## config.mk

```make
export PLATFORM = sky130hd
export DESIGN_NAME = pwm_timer_chan
export DESIGN_NICKNAME = d
export VERILOG_FILES = /design/src/rtl/pwm_timer_pkg.sv /design/src/rtl/pwm_timer_regs.sv /design/src/rtl/pwm_timer_prescale.sv /design/src/rtl/pwm_timer_wave.sv /design/src/rtl/pwm_timer_ctl.sv /design/src/rtl/pwm_timer_chan.sv
export SDC_FILE = /design/constraint.sdc
export NUM_CORES = 1
export LEC_CHECK = 0
export BUFFER_PORTS_ARGS = -buffer_cell sky130_fd_sc_hd__clkbuf_2
export CAP_MARGIN = 20
export CORE_MARGIN = 5
export CORE_UTILIZATION = 50
export DETAILED_ROUTE_END_ITERATION = 10
export GPL_ROUTABILITY_DRIVEN = 0
export PLACE_DENSITY = 0.71
export SLEW_MARGIN = 40
export SYNTH_ARGS = -nofsm -noshare
export SYNTH_HDL_FRONTEND = slang
export SYNTH_HIERARCHICAL = 1
export SYNTH_SLANG_ARGS = --single-unit
```

## constraint.sdc

```tcl
create_clock -name clk -period 4.85 [get_ports clk]
set_input_delay 0.7275 -clock clk [delete_from_list [all_inputs] [get_ports clk]]
set_output_delay 0.7275 -clock clk [all_outputs]
set_load 0.05 [all_outputs]
```

## src/rtl/pwm_timer_pkg.sv

```systemverilog
package pwm_timer_pkg;
  localparam int DATA_W  = 32;
  localparam int CNT_W   = 10;
  localparam int DIVF_W  = 4;
  localparam int EXP_W   = DIVF_W + 1;
  localparam int MAX_EXP = 24;

  localparam int OFF_CTRL = 0;
  localparam int OFF_CNT  = 4;

  // control word bit positions
  localparam int B_EN     = 0;
  localparam int B_SEL    = 4;
  localparam int B_HOLD   = 11;
  localparam int B_HALF   = 15;
  localparam int B_DIV_LO = 16;
  // count word bit positions
  localparam int B_PH_LO  = 0;
  localparam int B_PER_LO = 16;

  typedef struct packed {
    logic [CNT_W-1:0] period;
    logic [CNT_W-1:0] phase;
    logic [EXP_W-1:0] expo;
  } tcfg_t;
endpackage

```

## src/rtl/pwm_timer_regs.sv

```systemverilog
module pwm_timer_regs
  import pwm_timer_pkg::*;
#(
  parameter int ADDR_W = 4
) (
  input  logic              clk,
  input  logic              rst_n,
  input  logic [ADDR_W-1:0] addr,
  input  logic              wr,
  input  logic [DATA_W-1:0] wdata,
  output logic [DATA_W-1:0] rdata,
  output logic              en,
  output logic              hold,
  output tcfg_t             shadow
);
  logic              en_q, sel_q, hold_q, half_q;
  logic [DIVF_W-1:0] divf_q;
  logic [CNT_W-1:0]  per_q, ph_q;
  logic              hit_ctrl, hit_cnt;
  logic [EXP_W:0]    raw_exp;

  assign hit_ctrl = (addr == ADDR_W'(OFF_CTRL));
  assign hit_cnt  = (addr == ADDR_W'(OFF_CNT));

  always_ff @(posedge clk or negedge rst_n) begin
    if (!rst_n) begin
      en_q   <= 1'b0;
      sel_q  <= 1'b0;
      hold_q <= 1'b0;
      half_q <= 1'b0;
      divf_q <= '0;
      per_q  <= '0;
      ph_q   <= '0;
    end else if (wr) begin
      if (hit_ctrl) begin
        en_q   <= wdata[B_EN];
        sel_q  <= wdata[B_SEL];
        hold_q <= wdata[B_HOLD];
        half_q <= wdata[B_HALF];
        divf_q <= wdata[B_DIV_LO +: DIVF_W];
      end
      if (hit_cnt) begin
        per_q <= wdata[B_PER_LO +: CNT_W];
        ph_q  <= wdata[B_PH_LO +: CNT_W];
      end
    end
  end

  // exponent = 2*coarse + half, capped
  assign raw_exp = {1'b0, divf_q, half_q};

  always_comb begin
    shadow.period = per_q;
    shadow.phase  = ph_q;
    if (raw_exp > (EXP_W+1)'(MAX_EXP)) shadow.expo = EXP_W'(MAX_EXP);
    else                               shadow.expo = raw_exp[EXP_W-1:0];
  end

  assign en   = en_q;
  assign hold = hold_q;

  always_comb begin
    rdata = '0;
    if (hit_ctrl) begin
      rdata[B_EN]                 = en_q;
      rdata[B_SEL]                = sel_q;
      rdata[B_HOLD]               = hold_q;
      rdata[B_HALF]               = half_q;
      rdata[B_DIV_LO +: DIVF_W]   = divf_q;
    end else if (hit_cnt) begin
      rdata[B_PER_LO +: CNT_W]    = per_q;
      rdata[B_PH_LO +: CNT_W]     = ph_q;
    end
  end
endmodule

```

## src/rtl/pwm_timer_prescale.sv

```systemverilog
module pwm_timer_prescale #(
  parameter int EXP_W   = 5,
  parameter int MAX_EXP = 24
) (
  input  logic             clk,
  input  logic             rst_n,
  input  logic             run,
  input  logic [EXP_W-1:0] expo,
  output logic             tick
);
  logic [MAX_EXP-1:0] pre_q;
  logic [MAX_EXP-1:0] mask;

  // mask has the low 'expo' bits set
  for (genvar i = 0; i < MAX_EXP; i++) begin : g_mask
    assign mask[i] = (EXP_W'(i) < expo);
  end

  assign tick = run && (pre_q == mask);

  always_ff @(posedge clk or negedge rst_n) begin
    if (!rst_n)             pre_q <= '0;
    else if (!run || tick)  pre_q <= '0;
    else                    pre_q <= pre_q + 1'b1;
  end
endmodule

```

## src/rtl/pwm_timer_wave.sv

```systemverilog
module pwm_timer_wave #(
  parameter int CNT_W = 10
) (
  input  logic             clk,
  input  logic             rst_n,
  input  logic             run,
  input  logic             en,
  input  logic             tick,
  input  logic [CNT_W-1:0] period,
  input  logic [CNT_W-1:0] phase,
  output logic [CNT_W-1:0] cnt,
  output logic             boundary,
  output logic             pwm
);
  logic [CNT_W-1:0] cnt_q;
  logic             last;

  assign last     = (cnt_q == period - 1'b1);
  assign boundary = tick && last;

  always_ff @(posedge clk or negedge rst_n) begin
    if (!rst_n)        cnt_q <= '0;
    else if (!run)     cnt_q <= '0;
    else if (boundary) cnt_q <= '0;
    else if (tick)     cnt_q <= cnt_q + 1'b1;
  end

  assign cnt = cnt_q;
  assign pwm = run && en && (cnt_q < phase);
endmodule

```

## src/rtl/pwm_timer_ctl.sv

```systemverilog
module pwm_timer_ctl
  import pwm_timer_pkg::*;
(
  input  logic  clk,
  input  logic  rst_n,
  input  logic  en,
  input  logic  hold,
  input  tcfg_t shadow,
  input  logic  boundary,
  output logic  run,
  output tcfg_t active
);
  logic run_q, legal, start, load;

  assign legal = (shadow.period != '0) && (shadow.phase != '0);
  assign start = en && !run_q && !hold && legal;
  assign load  = !hold && legal && (!run_q || boundary);

  always_ff @(posedge clk or negedge rst_n) begin
    if (!rst_n) begin
      run_q  <= 1'b0;
      active <= '0;
    end else begin
      run_q <= start || (run_q && en);
      if (load) active <= shadow;
    end
  end

  assign run = run_q;
endmodule

```

## src/rtl/pwm_timer_chan.sv

```systemverilog
module pwm_timer_chan
  import pwm_timer_pkg::*;
#(
  parameter int ADDR_W = 4
) (
  input  logic              clk,
  input  logic              rst_n,
  input  logic [ADDR_W-1:0] bus_addr,
  input  logic              bus_wr,
  input  logic [31:0]       bus_wdata,
  output logic [31:0]       bus_rdata,
  output logic              pwm_out
);
  logic             en_w, hold_w, run_w, tick_w, bnd_w;
  tcfg_t            sh_cfg, act_cfg;
  logic [CNT_W-1:0] cnt_w;

  pwm_timer_regs #(.ADDR_W(ADDR_W)) regs_i (
    .clk(clk), .rst_n(rst_n), .addr(bus_addr), .wr(bus_wr),
    .wdata(bus_wdata), .rdata(bus_rdata),
    .en(en_w), .hold(hold_w), .shadow(sh_cfg)
  );

  pwm_timer_ctl ctl_i (
    .clk(clk), .rst_n(rst_n), .en(en_w), .hold(hold_w),
    .shadow(sh_cfg), .boundary(bnd_w), .run(run_w), .active(act_cfg)
  );

  pwm_timer_prescale #(.EXP_W(EXP_W), .MAX_EXP(MAX_EXP)) pre_i (
    .clk(clk), .rst_n(rst_n), .run(run_w), .expo(act_cfg.expo), .tick(tick_w)
  );

  pwm_timer_wave #(.CNT_W(CNT_W)) wave_i (
    .clk(clk), .rst_n(rst_n), .run(run_w), .en(en_w), .tick(tick_w),
    .period(act_cfg.period), .phase(act_cfg.phase),
    .cnt(cnt_w), .boundary(bnd_w), .pwm(pwm_out)
  );
endmodule

```

---- Word-level counts from Yosys, hierarchy flattened ----
Index checks and enable logic that the tools add are counted.
storage, ports and cells
  flip-flop bits (word level) ............. 88
  latch bits .............................. 0
  bits in writable memories ............... 0
  ROM bits ................................ 0
  output and inout port bits .............. 33
  memories kept ........................... 0
operators by class
  add/subtract/negate cells ............... 3
  $mul .................................... 0
  div/mod/pow operators ................... 0
  magnitude comparators ................... 26
  eq/ne operators ......................... 4
  shift operators ......................... 0
  multiplexer cells ....................... 15
  bitwise logic cells ..................... 0
  reductions and logical operators ........ 20
operators by type and width
  kind                                                                          count
  10-bit two-way mux                                                            5
  4-bit by 5-bit less-than comparator with 1-bit output (first input constant)  8
  5-bit less-than comparator (first input constant)                             8
  24-bit by 1-bit adder with 24-bit output (second input constant)              1
  24-bit == test                                                                1
  24-bit two-way mux                                                            1
  3-bit by 5-bit less-than comparator with 1-bit output (first input constant)  4
  10-bit nonzero test                                                           2
  10-bit by 1-bit adder with 10-bit output (second input constant)              1
  10-bit == test                                                                1
  1-bit logical AND                                                             10
  1-bit by 5-bit less-than comparator with 1-bit output (first input constant)  2
  10-bit less-than comparator                                                   1
  2-bit by 5-bit less-than comparator with 1-bit output (first input constant)  2
  5-bit two-way mux                                                             2
  10-bit by 1-bit subtractor with 10-bit output (second input constant)         1
  6-bit two-way mux                                                             1
  5-bit > comparator (second input constant)                                    1
  4-bit by 3-bit == test with 1-bit output (second input constant)              1
  4-bit zero test                                                               1
  1-bit two-way mux                                                             4
  4-bit two-way mux                                                             1
  2-bit AND reduction                                                           2
  1-bit logical OR                                                              3
  other kinds (3)                                                               4

---- Longest topological paths before layout ----
  word-level depth ........................ 6
  mapped depth ............................ 17
  gate-level depth less buffers ........... 13

---- By module ----
Netlist, hierarchy kept.
modules (own cells, without submodules)
  module              times used  cells an instance  area each (um2)  sequential area each (um2)
  pwm_timer_prescale  1           227                1,951.9          600.6
  pwm_timer_regs      1           103                1,458.9          700.7
  pwm_timer_ctl       1           65                 1,101.1          650.6
  pwm_timer_wave      1           130                1,073.5          250.2

---- Worst setup path after synthesis ----
OpenSTA, ideal clock, no wires.
  kind .................................... register to register
  start ................................... register ctl_i/active[3] in the netlist's numbering
  end ..................................... register ctl_i/active[10] in the netlist's numbering
  setup time .............................. 125 ps
  arrival time ............................ 3,504 ps
  slack ................................... 1,221 ps
  cell stages (with the launch flop) ...... 17
  buffers on the path ..................... 4
  path through ............................ dfrtp_1 > buf_6 > or2_0 > buf_2 > o41a_1 > nor4_2 > o2111a_4 > and3_1 > clkbuf_1 > nand3_1 > a211oi_2 > nand4_1 > nor2_1 > nand2b_1 > nand3_2 > buf_6 > mux2_4
between the ends
  word-level cells in the longest chain between the ends .. 6
  elaborated cells on any way between the ends .. 29
ends and longest elaborated chain
  item                                                                                 line                      text
  from (decl)                                                                          pwm_timer_ctl.sv:11       output tcfg_t active
  from (signal assigned)                                                               pwm_timer_ctl.sv:25       if (load) active <= shadow;
  1-bit by 5-bit less-than comparator with 1-bit output, or another cell as far along  pwm_timer_prescale.sv:16  assign mask[i] = (EXP_W'(i) < expo);
  24-bit == test *                                                                     pwm_timer_prescale.sv:19  assign tick = run && (pre_q == mask);
  1-bit logical AND *                                                                  pwm_timer_prescale.sv:19
  via tick_w                                                                           pwm_timer_chan.sv:14      logic en_w, hold_w, run_w, tick_w, bnd_w;
  1-bit logical AND *                                                                  pwm_timer_wave.sv:19      assign boundary = tick && last;
  via bnd_w                                                                            pwm_timer_chan.sv:14
  1-bit logical OR *                                                                   pwm_timer_ctl.sv:17       assign load = !hold && legal && (!run_q || boundary);
  1-bit logical AND *                                                                  pwm_timer_ctl.sv:17
The timed path passes the listed nets; every way through them passes the cells marked *.
A chain may end at the register's enable or synchronous reset.

---- Worst setup path after layout ----
  start ................................... register ctl_i/active[4] in the netlist's numbering
  end ..................................... register ctl_i/active[21] in the netlist's numbering
Same word-level chain as after synthesis.

==> run_results.csv <==
group,metric,value,unit
status,result_of_the_run,"finished, final reports clean",
clocking,cts_root_buffer,"sky130_fd_sc_hd__clkbuf_8",
die,die_y,115.7,um
die,core.rowCount,38,
cells_and_area,final_design_area_no_fill,0.006063,mm2
sta,finClkSkew,8.020,ps
pwr,total_leakage_power,2.779,nW
clocking,cts-resized-gates,0,
detailed_routing,post_detailed_route_wirelength_per_cell,16.80,um
synthesis,synthesis.area,0.005585,mm2
synthesis,synth_top_area_share,0.3943,
global_routing,overflow,0,
worst_hold_path,holdCritPathClass,"input port to async pin",
sta,final.setup.tns,0,ps
die,fp.coreArea,0.01089,mm2
clocking,skew_pair_late_insertion_delay,370,ps
sta,hold_violations,0,
synthesis,synth_enable_flop_cells,0,
detailed_routing,via_count,4074,
worst_setup_path,worstReg2RegStart,"ctl_i/active[4]$_DFFE_PN0P_",
global_routing,track_usage,0.1912,
placement,postPlaceCellArea,0.005848,mm2
synthesis,synth_most_common_cell,"sky130_fd_sc_hd__dfrtp_1",
synthesis,synth_commonest_cells,"sky130_fd_sc_hd__dfrtp_1 (88), sky130_fd_sc_hd__mux2_4 (48), sky130_fd_sc_hd__nand2_1 (46)",
synthesis,synthDistinctLibCells,73,
synthesis,ys_seq_area_frac,0.3943,
clocking,cts_inserted_buffers,9,
cells_and_area,area_of_the_multi_input_gates,0.003097,mm2
die,start_util,0.5130,
clocking,cts_setup_buffers,0,
job,drv_cap,0,
synthesis,synth_area_leaders,"sky130_fd_sc_hd__dfrtp_1 (39%), sky130_fd_sc_hd__mux2_4 (13%), sky130_fd_sc_hd__xnor2_1 (5.5%)",
worst_setup_path,cp-end-kind,"flip-flop",
placement,portBuffers,51,
synthesis,synthFlopType,"sky130_fd_sc_hd__dfrtp_1",
worst_setup_path,worst_r2r_endpoint,"ctl_i/active[21]$_DFFE_PN0P_",
cells_and_area,final.fill_count,897,
worst_setup_path,critPathMaxFanout,21,
placement,dpl_hpwl,8.377,mm
worst_setup_path,crit_required,5110,ps
detailed_routing,route.detailed.vias_per_inst,5.754,
die,top_level_ports,72,
global_routing,via_count_of_the_first_global_routing_pass,3991,
worst_setup_path,critPathKind,"flip-flop to flip-flop",
cells_and_area,sequential_cell_area,0.002202,mm2
clocking,clock_sinks,88,
clocking,cts_htree_levels,3,
worst_setup_path,timing.critical_path.arrival,4320,ps
synthesis,ys_warn_count,6,
synthesis,ys_seq_elements,88,
worst_setup_path,regToRegSetupSlack,780,ps
synthesis,synth_cells,525,
pwr,max-vdd-ir-drop,0.0002398,V
sta,timing_max_transition_violations_final,0,
cells_and_area,num_antenna_cells,0,
cells_and_area,final_layout_size_suffix_gt1_frac,0.2958,
sta,worst_slew_margin,0.4821,
clocking,max-clock-path-buffers,2,
pwr,power-per-cell-area,436.1,mW/mm2
detailed_routing,drc,0,
die,design.die.area,0.01338,mm2
sta,max_freq,0.2459,GHz
detailed_routing,antenna_left,0,
worst_setup_path,worstRegToRegCells,14,
worst_setup_path,critical_path_start_type,"flip-flop",
sta,min_period,4067,ps
clocking,hold_buffers,0,
detailed_routing,routed_wl,11.89,mm
sta,grt_setup_unrepaired,"false",
global_routing,antenna_found_initial,0,
die,dieWidth,115.7,um
synthesis,synthesis.area_per_instance,10.64,um2
cells_and_area,fin_nets,614,
synthesis,postSynth.asyncResetShare,1.000,
synthesis,post-synth-top-area-cell,"sky130_fd_sc_hd__dfrtp_1",
cells_and_area,area_delta_synth_final,8.557,%
sta,final_setup_vio_count,0,
sta,holdWs,389.7,ps
global_routing,wire_length_of_the_first_global_routing_pass,20.44,mm
detailed_routing,drt_iter0_drc,364,
sta,tightestPinTransition,769.7,ps
clocking,clk_pin_slew,90,ps
sta,finalCritPeriodShare,0.8385,
clocking,cts_tree,"done",
global_routing,grt_max_degree,89,
detailed_routing,drt_pre_antenna_iters,5,
## layout by cell type (no fill, tap or decap), types with 8 or more instances in the layout
| master | count |
|---|---|
| sky130_fd_sc_hd__a21oi_1 | 16 |
| sky130_fd_sc_hd__a21oi_2 | 20 |
| sky130_fd_sc_hd__and2_1 | 18 |
| sky130_fd_sc_hd__and3_1 | 8 |
| sky130_fd_sc_hd__clkbuf_2 | 50 |
| sky130_fd_sc_hd__clkbuf_8 | 11 |
| sky130_fd_sc_hd__conb_1 | 10 |
| sky130_fd_sc_hd__dfrtp_1 | 88 |
| sky130_fd_sc_hd__ha_1 | 12 |
| sky130_fd_sc_hd__inv_1 | 17 |
| sky130_fd_sc_hd__mux2_4 | 48 |
| sky130_fd_sc_hd__nand2_1 | 45 |
| sky130_fd_sc_hd__nand3_1 | 17 |
| sky130_fd_sc_hd__nand4_1 | 11 |
| sky130_fd_sc_hd__nor2_1 | 19 |
| sky130_fd_sc_hd__nor3_1 | 14 |
| sky130_fd_sc_hd__nor4_1 | 9 |
| sky130_fd_sc_hd__xnor2_1 | 35 |
| sky130_fd_sc_hd__xor2_1 | 11 |
## worst max-delay path by stage
stage | startpoint | to | slack (ps)
final | ctl_i/active[4]$_DFFE_PN0P_ | ctl_i/active[21]$_DFFE_PN0P_ | 780
after floorplan | ctl_i/active[3]$_DFFE_PN0P_ | ctl_i/active[10]$_DFFE_PN0P_ | 1220
after detailed placement | ctl_i/active[4]$_DFFE_PN0P_ | ctl_i/active[11]$_DFFE_PN0P_ | 850
after global placement | ctl_i/active[4]$_DFFE_PN0P_ | ctl_i/active[11]$_DFFE_PN0P_ | 910
after global routing | ctl_i/active[4]$_DFFE_PN0P_ | ctl_i/active[9]$_DFFE_PN0P_ | 470
after CTS | ctl_i/active[4]$_DFFE_PN0P_ | ctl_i/active[5]$_DFFE_PN0P_ | 830
## through the flow
stage                     setup WS (ps)  power (mW)  std cells    util
after detailed placement          852.5       2.105        692  0.5371
after global routing              470.3       2.816        708  0.5569
after global placement            907.3       2.065        692  0.5361
final                             783.5       2.644        708  0.5569
after floorplan                    1221       1.922        534       -
after CTS                         829.8       2.648        708  0.5567
## state kept, by name, summed over array words and instances, names as in the netlist
register	flops
regs_i/divf_q	4
regs_i/ph_q	10
wave_i/cnt	10
regs_i/hold	1
regs_i/en	1
ctl_i/active	25
regs_i/half_q	1
pre_i/pre_q	24
regs_i/sel_q	1
regs_i/per_q	10
ctl_i/run	1
## cells by family after synthesis
group,after synthesis,share of synthesized area
AND/OR/NAND/NOR,176,0.1781
XOR/XNOR,46,0.07213
AO/OA/AOI/OAI,88,0.1225
buffers and inverters,57,0.05869
other,1,0.0006714
multiplexers,55,0.1431
adder cells (fa/ha/maj),14,0.03047
flip-flops,88,0.3943
## worst max-delay path, stage by stage (launching register included)
cell	delay [ps]
sky130_fd_sc_hd__dfrtp_1	770
sky130_fd_sc_hd__inv_2	230
sky130_fd_sc_hd__maj3_1	410
sky130_fd_sc_hd__a2bb2oi_1	140
sky130_fd_sc_hd__nor4_2	320
sky130_fd_sc_hd__o2111a_4	260
sky130_fd_sc_hd__and3_1	330
sky130_fd_sc_hd__nand3_1	130
sky130_fd_sc_hd__a211oi_2	270
sky130_fd_sc_hd__nand4_1	110
sky130_fd_sc_hd__nor2_1	180
sky130_fd_sc_hd__nand2b_1	150
sky130_fd_sc_hd__nand3_2	90
sky130_fd_sc_hd__buf_4	250
sky130_fd_sc_hd__mux2_4	320
## power breakdown
group	switching (mW)	internal [mW]
Sequential	0.254	0.894
Clock	0.280	0.260
Combinational	0.456	0.501
Total	0.989	1.65
## routing by layer
metal / track usage / wire length (um)
met5: 0 / 0
met4: 0.07657 / 242
met3: 0.02611 / 735
met2: 0.2816 / 5275
met1: 0.2856 / 5638
## final cells by class
type                            count  share of cell area
Clock buffer                       10             0.02270
Clock inverter                      6             0.01238
Inverter                           18             0.01114
Multi-Input combinational cell    389              0.5107
Sequential cell                    88              0.3632
Tap cell                          140             0.02889
Timing Repair Buffer               57             0.05097
Note: power is estimated with default switching activity, not from simulation.
